===== src/rtl/cntr_pkg.sv =====
`timescale 1ns/1ps
package cntr_pkg;

    // Bus register selection; the address value is what the host drives.
    typedef enum logic [1:0] {
        ADR_LO   = 2'd0,
        ADR_HI   = 2'd1,
        ADR_FLG  = 2'd2,
        ADR_NONE = 2'd3
    } adr_e;

    // Per-cycle action taken by the counter.
    typedef enum logic [2:0] {
        ACT_HOLD    = 3'd0,
        ACT_LOAD    = 3'd1,
        ACT_CLEAR   = 3'd2,
        ACT_UP      = 3'd3,
        ACT_WRAP_UP = 3'd4,
        ACT_DOWN    = 3'd5,
        ACT_WRAP_DN = 3'd6
    } act_e;

    // Tick gate state derived from the clock-select code.
    typedef enum logic {
        GATE_STOP = 1'b0,
        GATE_RUN  = 1'b1
    } gate_e;

endpackage


===== src/rtl/cntr_tick_sel.sv =====
`timescale 1ns/1ps
module cntr_tick_sel
    import cntr_pkg::*;
#(
    parameter int SEL_W = 3,
    parameter logic [(1<<SEL_W)-1:0] SEL_MASK = '1
) (
    input  logic [SEL_W-1:0] clk_sel,
    input  logic             tick_en,
    output logic             tick
);
    localparam int NCODE = 1 << SEL_W;

    logic [NCODE-1:0] code_ok;
    gate_e            gate;

    // Code 0 always stops; other codes pass according to the mask.
    genvar k;
    generate
        for (k = 0; k < NCODE; k++) begin : g_code
            if (k == 0) begin : g_stop
                assign code_ok[k] = 1'b0;
            end else begin : g_pass
                assign code_ok[k] = SEL_MASK[k];
            end
        end
    endgenerate

    always_comb begin
        gate = code_ok[clk_sel] ? GATE_RUN : GATE_STOP;
    end

    always_comb begin
        unique case (gate)
            GATE_STOP: tick = 1'b0;
            GATE_RUN:  tick = tick_en;
            default:   tick = 1'b0;
        endcase
    end

endmodule


===== src/rtl/cntr_core.sv =====
`timescale 1ns/1ps
module cntr_core
    import cntr_pkg::*;
#(
    parameter int CNT_W = 16
) (
    input  logic             clk,
    input  logic             rst_n,
    input  logic             tick,
    input  logic             dir_down,
    input  logic             clr_req,
    input  logic             load,
    input  logic [CNT_W-1:0] load_val,
    input  logic [CNT_W-1:0] top_val,
    output logic [CNT_W-1:0] count,
    output logic             at_top,
    output logic             at_bottom,
    output logic             wrap_evt
);
    logic [CNT_W-1:0] cnt_q;
    logic [CNT_W-1:0] cnt_nxt;
    act_e             act;

    // Action decode: bus load, then tick gating, then clear, then direction.
    always_comb begin
        if (load)
            act = ACT_LOAD;
        else if (!tick)
            act = ACT_HOLD;
        else if (clr_req)
            act = ACT_CLEAR;
        else if (!dir_down)
            act = (cnt_q == top_val) ? ACT_WRAP_UP : ACT_UP;
        else
            act = (cnt_q == '0) ? ACT_WRAP_DN : ACT_DOWN;
    end

    always_comb begin
        unique case (act)
            ACT_HOLD:    cnt_nxt = cnt_q;
            ACT_LOAD:    cnt_nxt = load_val;
            ACT_CLEAR:   cnt_nxt = '0;
            ACT_UP:      cnt_nxt = cnt_q + 1'b1;
            ACT_WRAP_UP: cnt_nxt = '0;
            ACT_DOWN:    cnt_nxt = cnt_q - 1'b1;
            ACT_WRAP_DN: cnt_nxt = top_val;
            default:     cnt_nxt = cnt_q;
        endcase
    end

    always_ff @(posedge clk) begin
        if (!rst_n)
            cnt_q <= '0;
        else
            cnt_q <= cnt_nxt;
    end

    always_comb begin
        count     = cnt_q;
        at_top    = (cnt_q == top_val);
        at_bottom = (cnt_q == '0);
        wrap_evt  = (act == ACT_WRAP_UP);
    end


    load_wins_chk: assert property (@(posedge clk) disable iff (!rst_n)
        load |=> (count == $past(load_val)));


    no_tick_hold_chk: assert property (@(posedge clk) disable iff (!rst_n)
        (!load && !tick) |=> $stable(count));


    clear_chk: assert property (@(posedge clk) disable iff (!rst_n)
        (!load && tick && clr_req) |=> (count == '0));


    up_wrap_chk: assert property (@(posedge clk) disable iff (!rst_n)
        (!load && tick && !clr_req && !dir_down && count == top_val) |=> (count == '0));


    down_wrap_chk: assert property (@(posedge clk) disable iff (!rst_n)
        (!load && tick && !clr_req && dir_down && count == '0) |=> (count == $past(top_val)));

endmodule


===== src/rtl/cntr_byte_port.sv =====
`timescale 1ns/1ps
module cntr_byte_port
    import cntr_pkg::*;
#(
    parameter int BYTE_W = 8,
    localparam int CNT_W = 2 * BYTE_W
) (
    input  logic              clk,
    input  logic              rst_n,
    input  logic [1:0]        bus_addr,
    input  logic              bus_wr,
    input  logic              bus_rd,
    input  logic [BYTE_W-1:0] bus_wdata,
    output logic [BYTE_W-1:0] bus_rdata,
    input  logic [CNT_W-1:0]  count,
    input  logic              wrap_evt,
    output logic              load,
    output logic [CNT_W-1:0]  load_val,
    output logic              ovf_flag
);
    adr_e              sel;
    logic [BYTE_W-1:0] temp_q;
    logic              ovf_q;
    logic              flag_clr;

    always_comb begin
        sel      = adr_e'(bus_addr);
        load     = bus_wr && (sel == ADR_LO);
        load_val = {temp_q, bus_wdata};
        flag_clr = bus_wr && (sel == ADR_FLG) && bus_wdata[0];
    end

    // Shared temporary byte: written by high-address writes,
    // refreshed from the counter by low-byte reads.
    always_ff @(posedge clk) begin
        if (!rst_n)
            temp_q <= '0;
        else if (bus_wr && sel == ADR_HI)
            temp_q <= bus_wdata;
        else if (bus_rd && sel == ADR_LO)
            temp_q <= count[CNT_W-1:BYTE_W];
    end

    // Sticky overflow flag; a set in the same cycle beats a clear.
    always_ff @(posedge clk) begin
        if (!rst_n)
            ovf_q <= 1'b0;
        else if (wrap_evt)
            ovf_q <= 1'b1;
        else if (flag_clr)
            ovf_q <= 1'b0;
    end

    always_comb begin
        unique case (sel)
            ADR_LO:   bus_rdata = count[BYTE_W-1:0];
            ADR_HI:   bus_rdata = temp_q;
            ADR_FLG:  bus_rdata = {{(BYTE_W-1){1'b0}}, ovf_q};
            ADR_NONE: bus_rdata = '0;
            default:  bus_rdata = '0;
        endcase
    end

    assign ovf_flag = ovf_q;


    hi_wr_temp_chk: assert property (@(posedge clk) disable iff (!rst_n)
        (bus_wr && bus_addr == 2'd1) |=> (temp_q == $past(bus_wdata)));


    lo_rd_snap_chk: assert property (@(posedge clk) disable iff (!rst_n)
        (bus_rd && bus_addr == 2'd0) |=> (temp_q == $past(count[CNT_W-1:BYTE_W])));


    ovf_sticky_chk: assert property (@(posedge clk) disable iff (!rst_n)
        (ovf_flag && !(bus_wr && bus_addr == 2'd2 && bus_wdata[0])) |=> ovf_flag);


    ovf_set_chk: assert property (@(posedge clk) disable iff (!rst_n)
        wrap_evt |=> ovf_flag);

endmodule


===== src/rtl/byte_updown_counter.sv =====
`timescale 1ns/1ps
module byte_updown_counter
    import cntr_pkg::*;
#(
    parameter int BYTE_W = 8,
    parameter int SEL_W  = 3,
    parameter logic [(1<<SEL_W)-1:0] SEL_MASK = '1,
    localparam int CNT_W = 2 * BYTE_W
) (
    input  logic              clk,
    input  logic              rst_n,
    input  logic [1:0]        bus_addr,
    input  logic              bus_wr,
    input  logic              bus_rd,
    input  logic [BYTE_W-1:0] bus_wdata,
    output logic [BYTE_W-1:0] bus_rdata,
    input  logic [SEL_W-1:0]  clk_sel,
    input  logic              tick_en,
    input  logic              dir_down,
    input  logic              clr_req,
    input  logic [CNT_W-1:0]  top_val,
    output logic              at_top,
    output logic              at_bottom,
    output logic              ovf_flag
);
    logic             tick;
    logic             load;
    logic [CNT_W-1:0] load_val;
    logic [CNT_W-1:0] count;
    logic             wrap_evt;

    cntr_tick_sel #(
        .SEL_W    (SEL_W),
        .SEL_MASK (SEL_MASK)
    ) u_tick (
        .clk_sel (clk_sel),
        .tick_en (tick_en),
        .tick    (tick)
    );

    cntr_core #(
        .CNT_W (CNT_W)
    ) u_core (
        .clk       (clk),
        .rst_n     (rst_n),
        .tick      (tick),
        .dir_down  (dir_down),
        .clr_req   (clr_req),
        .load      (load),
        .load_val  (load_val),
        .top_val   (top_val),
        .count     (count),
        .at_top    (at_top),
        .at_bottom (at_bottom),
        .wrap_evt  (wrap_evt)
    );

    cntr_byte_port #(
        .BYTE_W (BYTE_W)
    ) u_port (
        .clk       (clk),
        .rst_n     (rst_n),
        .bus_addr  (bus_addr),
        .bus_wr    (bus_wr),
        .bus_rd    (bus_rd),
        .bus_wdata (bus_wdata),
        .bus_rdata (bus_rdata),
        .count     (count),
        .wrap_evt  (wrap_evt),
        .load      (load),
        .load_val  (load_val),
        .ovf_flag  (ovf_flag)
    );


    sel_zero_chk: assert property (@(posedge clk) disable iff (!rst_n)
        (clk_sel == '0 && !(bus_wr && bus_addr == 2'd0)) |=> (at_bottom == $past(at_bottom)));

endmodule


===== config.mk =====
export PLATFORM = sky130hd
export DESIGN_NAME = byte_updown_counter
export DESIGN_NICKNAME = d
export VERILOG_FILES = /design/src/rtl/cntr_pkg.sv /design/src/rtl/cntr_tick_sel.sv /design/src/rtl/cntr_core.sv /design/src/rtl/cntr_byte_port.sv /design/src/rtl/byte_updown_counter.sv
export SDC_FILE = /design/constraint.sdc
export NUM_CORES = 1
export LEC_CHECK = 0
export BUFFER_PORTS_ARGS = -buffer_cell sky130_fd_sc_hd__buf_2
export CAP_MARGIN = 20
export CORE_ASPECT_RATIO = 1.2
export CORE_MARGIN = 4
export CORE_UTILIZATION = 55
export DETAILED_ROUTE_END_ITERATION = 10
export PLACE_DENSITY = 0.86
export RECOVER_POWER = 100
export SETUP_SLACK_MARGIN = 0.05
export SKIP_LAST_GASP = 1
export SYNTH_ARGS = -nofsm -noshare
export SYNTH_HDL_FRONTEND = slang
export SYNTH_SLANG_ARGS = --single-unit

===== constraint.sdc =====
create_clock -name clk -period 4.5 [get_ports clk]
set_clock_uncertainty 0.2 [all_clocks]
set_input_delay 0.45 -clock clk [delete_from_list [all_inputs] [get_ports clk]]
set_output_delay 0.45 -clock clk [all_outputs]
set_load 0.005 [all_outputs]

==> impl_results.md <==
- Top_reg_cell synth: dfxtp_1
- First-pass GRT wire length: 11070 microns
- Post-CTS Setup Bufs: 0
- Power share of the clock group: 24.4%
- Final wirelength: 7171 microns
- LEAKAGE: 1.132 nW
- Port Buffers: 46
- Post-route ant nets: 0
- Worst slew pin tran: 1.862 ns
- Die Height: 79.77 microns
- Fin area: 2634 sq um
- Tmin final: 3.565 ns
- Full die area: 5409 sq um
- Fin. max-slew vios: 14
- Cts repair resizes: 0
- Run status: complete, but fails checks
- Post-synth cell types: 59
- Max-cap viol count: 1
- CTS tree: done
- Layout area overhead: 11.55%
- Post-synth EDFFs: 0
- Setup violations, final: 0
- Share of cells above drive strength 1: 17.28%
- Filler cell count: 324
- Post-synth top area share: 21.20%
- TritonCTS Buffers: 3
- FFs w/ async S/R, synth: 0%
- Yosys reg bits: 25
- Routability Congestion: 0.9661
- DRC: 0
- Final net count: 376
- Initial antenna violation count: 0
- Via density: 6.728
- Syn_area_per_cell: 8.313 sq um
- Clk buf depth: 2
- Int Pwr: 0.3846 mW
- Sequential cell area fraction in the yosys report: 21.20%
- WL/cell: 18.97 microns
- Failing checks: capacitance limit, slew limit
- CTS clock-pin slew for the worst setup and hold paths: 0.10 ns
- Most frequent cell after synthesis: nor2_1
- Switching pwr: 0.2206 mW
- N_diodes: 0
- Worst min path class: input pin to flip-flop
- Clock Latency Late Sink: 0.28 ns
- Mapped cell area: 2361 sq um
- WP data required: 4.45 ns
- Reg power frac: 43.4%
- Depth of the CTS H-tree: 1
- Die W: 67.81 microns
- VDD IR-drop max: 0.1061 mV
- Area of the multi-input gates: 1740 sq um
- RSZ-0062 raised after global routing: no
- Setup TNS: 0 ns
- Top cell type by total area after synthesis: dfxtp_1
- Crit share post-route: 79.21%
- Area contributors post-synth: dfxtp_1 (21%), nor2_1 (7.6%), ha_1 (7.4%), xor2_1 (7.4%), mux2i_1 (6.8%)
- Gr usage total: 26.63%
- CTS hold repair buffers: 0
- Initial Utilization: 58.51%
- Logic pwr share: 32.2%
- P per Cell Area: 229.8 nW/um^2
- CTS root buffer: clkbuf_8
- Clk sinks: 25
- Final hold violation count: 0
- Top Ports: 47
- Crit Path Category: flip-flop to flip-flop
- Post-Synthesis Cells: 284
- Area of the core: 4035 sq um
- Fmax: 280.5 MHz
- Register Area: 500.5 sq um
- Via count: 2543
- Std-Cell Rows: 25
- Synth Net Count: 335
- Iter 0 DRT Violations: 292
- CP max FO: 13
- Sw Share: 36.45%
- Total gr overflow: 0
- Nature of the critical path endpoint: flip-flop
- First drt pass iteration count: 5
- Hpwl dp: 5394 microns
- CP arrival: 3.51 ns
- Top cells by count, synth: nor2_1 (48), dfxtp_1 (25), xor2_1 (20), mux2i_1 (16), a21oi_1 (15)
- Yosys warns: 0
- Area of placed instances: 2591 sq um
- CP Launch Type: flip-flop
- Via count of the first global-routing pass: 2328
- Pin count of the biggest net entering global routing: 21
- Slew headroom: -25.48%
layout by cell type (no fill, tap or decap), types with 2 or more instances in the layout:
cell type / netlist / layout
a211o_1: 5 / 5
a211oi_1: 12 / 12
a21o_1: 3 / 3
a21oi_1: 15 / 15
a221oi_1: 9 / 9
a221oi_2: 4 / 4
a31oi_1: 3 / 3
and3_1: 2 / 2
buf_2: 4 / 36
buf_4: 0 / 3
buf_6: 3 / 2
clkbuf_1: 5 / 9
clkbuf_8: 0 / 3
dfxtp_1: 25 / 25
ha_1: 14 / 14
inv_1: 4 / 4
mux2i_1: 16 / 16
nand2_1: 8 / 8
nand3_1: 2 / 2
nor2_1: 48 / 48
nor3_1: 2 / 3
nor3b_1: 3 / 2
nor4_1: 8 / 9
o211ai_1: 6 / 6
o21a_1: 4 / 4
o21ai_0: 5 / 6
o21bai_1: 3 / 3
o22a_1: 7 / 7
o22ai_1: 3 / 3
o32a_1: 2 / 2
or3_1: 4 / 4
xnor2_1: 6 / 6
xor2_1: 20 / 20
cell families after synthesis:
logic type / share of synthesized area (%)
and+or+nand+nor: 18.87
AOI/OAI and AO/OA: 30.58
muxes: 6.783
buffers and inverters: 4.663
DFF: 21.20
xor gates and xnor gates: 9.645
adders and majority gates: 8.267
cell type report:
class / count / area share (%)
clock buffer: 3 / 1.568
sequential: 25 / 19.00
clock inverter: 1 / 0.1900
tap: 54 / 2.565
timing repair buffer: 51 / 10.02
inverter: 4 / 0.5701
multi-input combinational: 240 / 66.08
sequential cells by signal, summed over array words and instances (netlist names):
signal	flops
u_core.count	16
u_port.temp_q	8
u_port.ovf_flag	1
worst max-delay path, cell delays in order (launching register included):
cell,delay (ns)
dfxtp_1,0.53
xor2_1,0.11
nor4_1,0.43
nand4_1,0.25
o21ai_0,1.46
or2_2,0.35
o32ai_1,0.08
final timing paths:
| path | start | slack (ns) | cells after the start | endpoint |
|---|---|---|---|---|
| worst min register to register | u_port.ovf_flag | 0.34 | 2 | u_port.ovf_flag |
| worst min-delay path | bus_wdata[0] | 0.27 | 3 | u_port.temp_q[0] |
| worst max register to register | u_core.count[1] | 0.94 | 6 | u_core.count[14] |
| worst max-delay path | u_core.count[1] | 0.94 | 6 | u_core.count[14] |
power by group through the flow:
stage	sequential [mW]	clock, mW	combinational [mW]
CTS	0.261	0.146	0.190
global route	0.264	0.157	0.212
finish	0.263	0.147	0.195
global placement	0.266	0	0.183
detailed placement	0.266	0	0.189
floorplan	0.256	0	0.140
metrics by stage:
stage / utilization, % / setup slack [ns] / instances / power, mW / hold slack (ns)
6_report: 65.27 / 0.9355 / 378 / 0.6052 / 0.2681
5_1_grt: 65.27 / 0.6927 / 378 / 0.6333 / 0.2617
4_1_cts: 65.36 / 0.6549 / 376 / 0.5975 / 0.2733
3_5_place_dp: 64.22 / 0.5819 / 372 / 0.4552 / 0.3081
3_3_place_gp: 64.22 / 0.6677 / 372 / 0.4493 / 0.3118
2_1_floorplan: - / 1.250 / 284 / 0.3964 / 0.3024
routing by layer:
layer	part of all wire [%]	GRT usage [%]
met5	0	0
met3	11	4.225
met4	4.7	14.51
met1	39	33.42
met2	45	42.65
(Power assumes the default switching activity.)
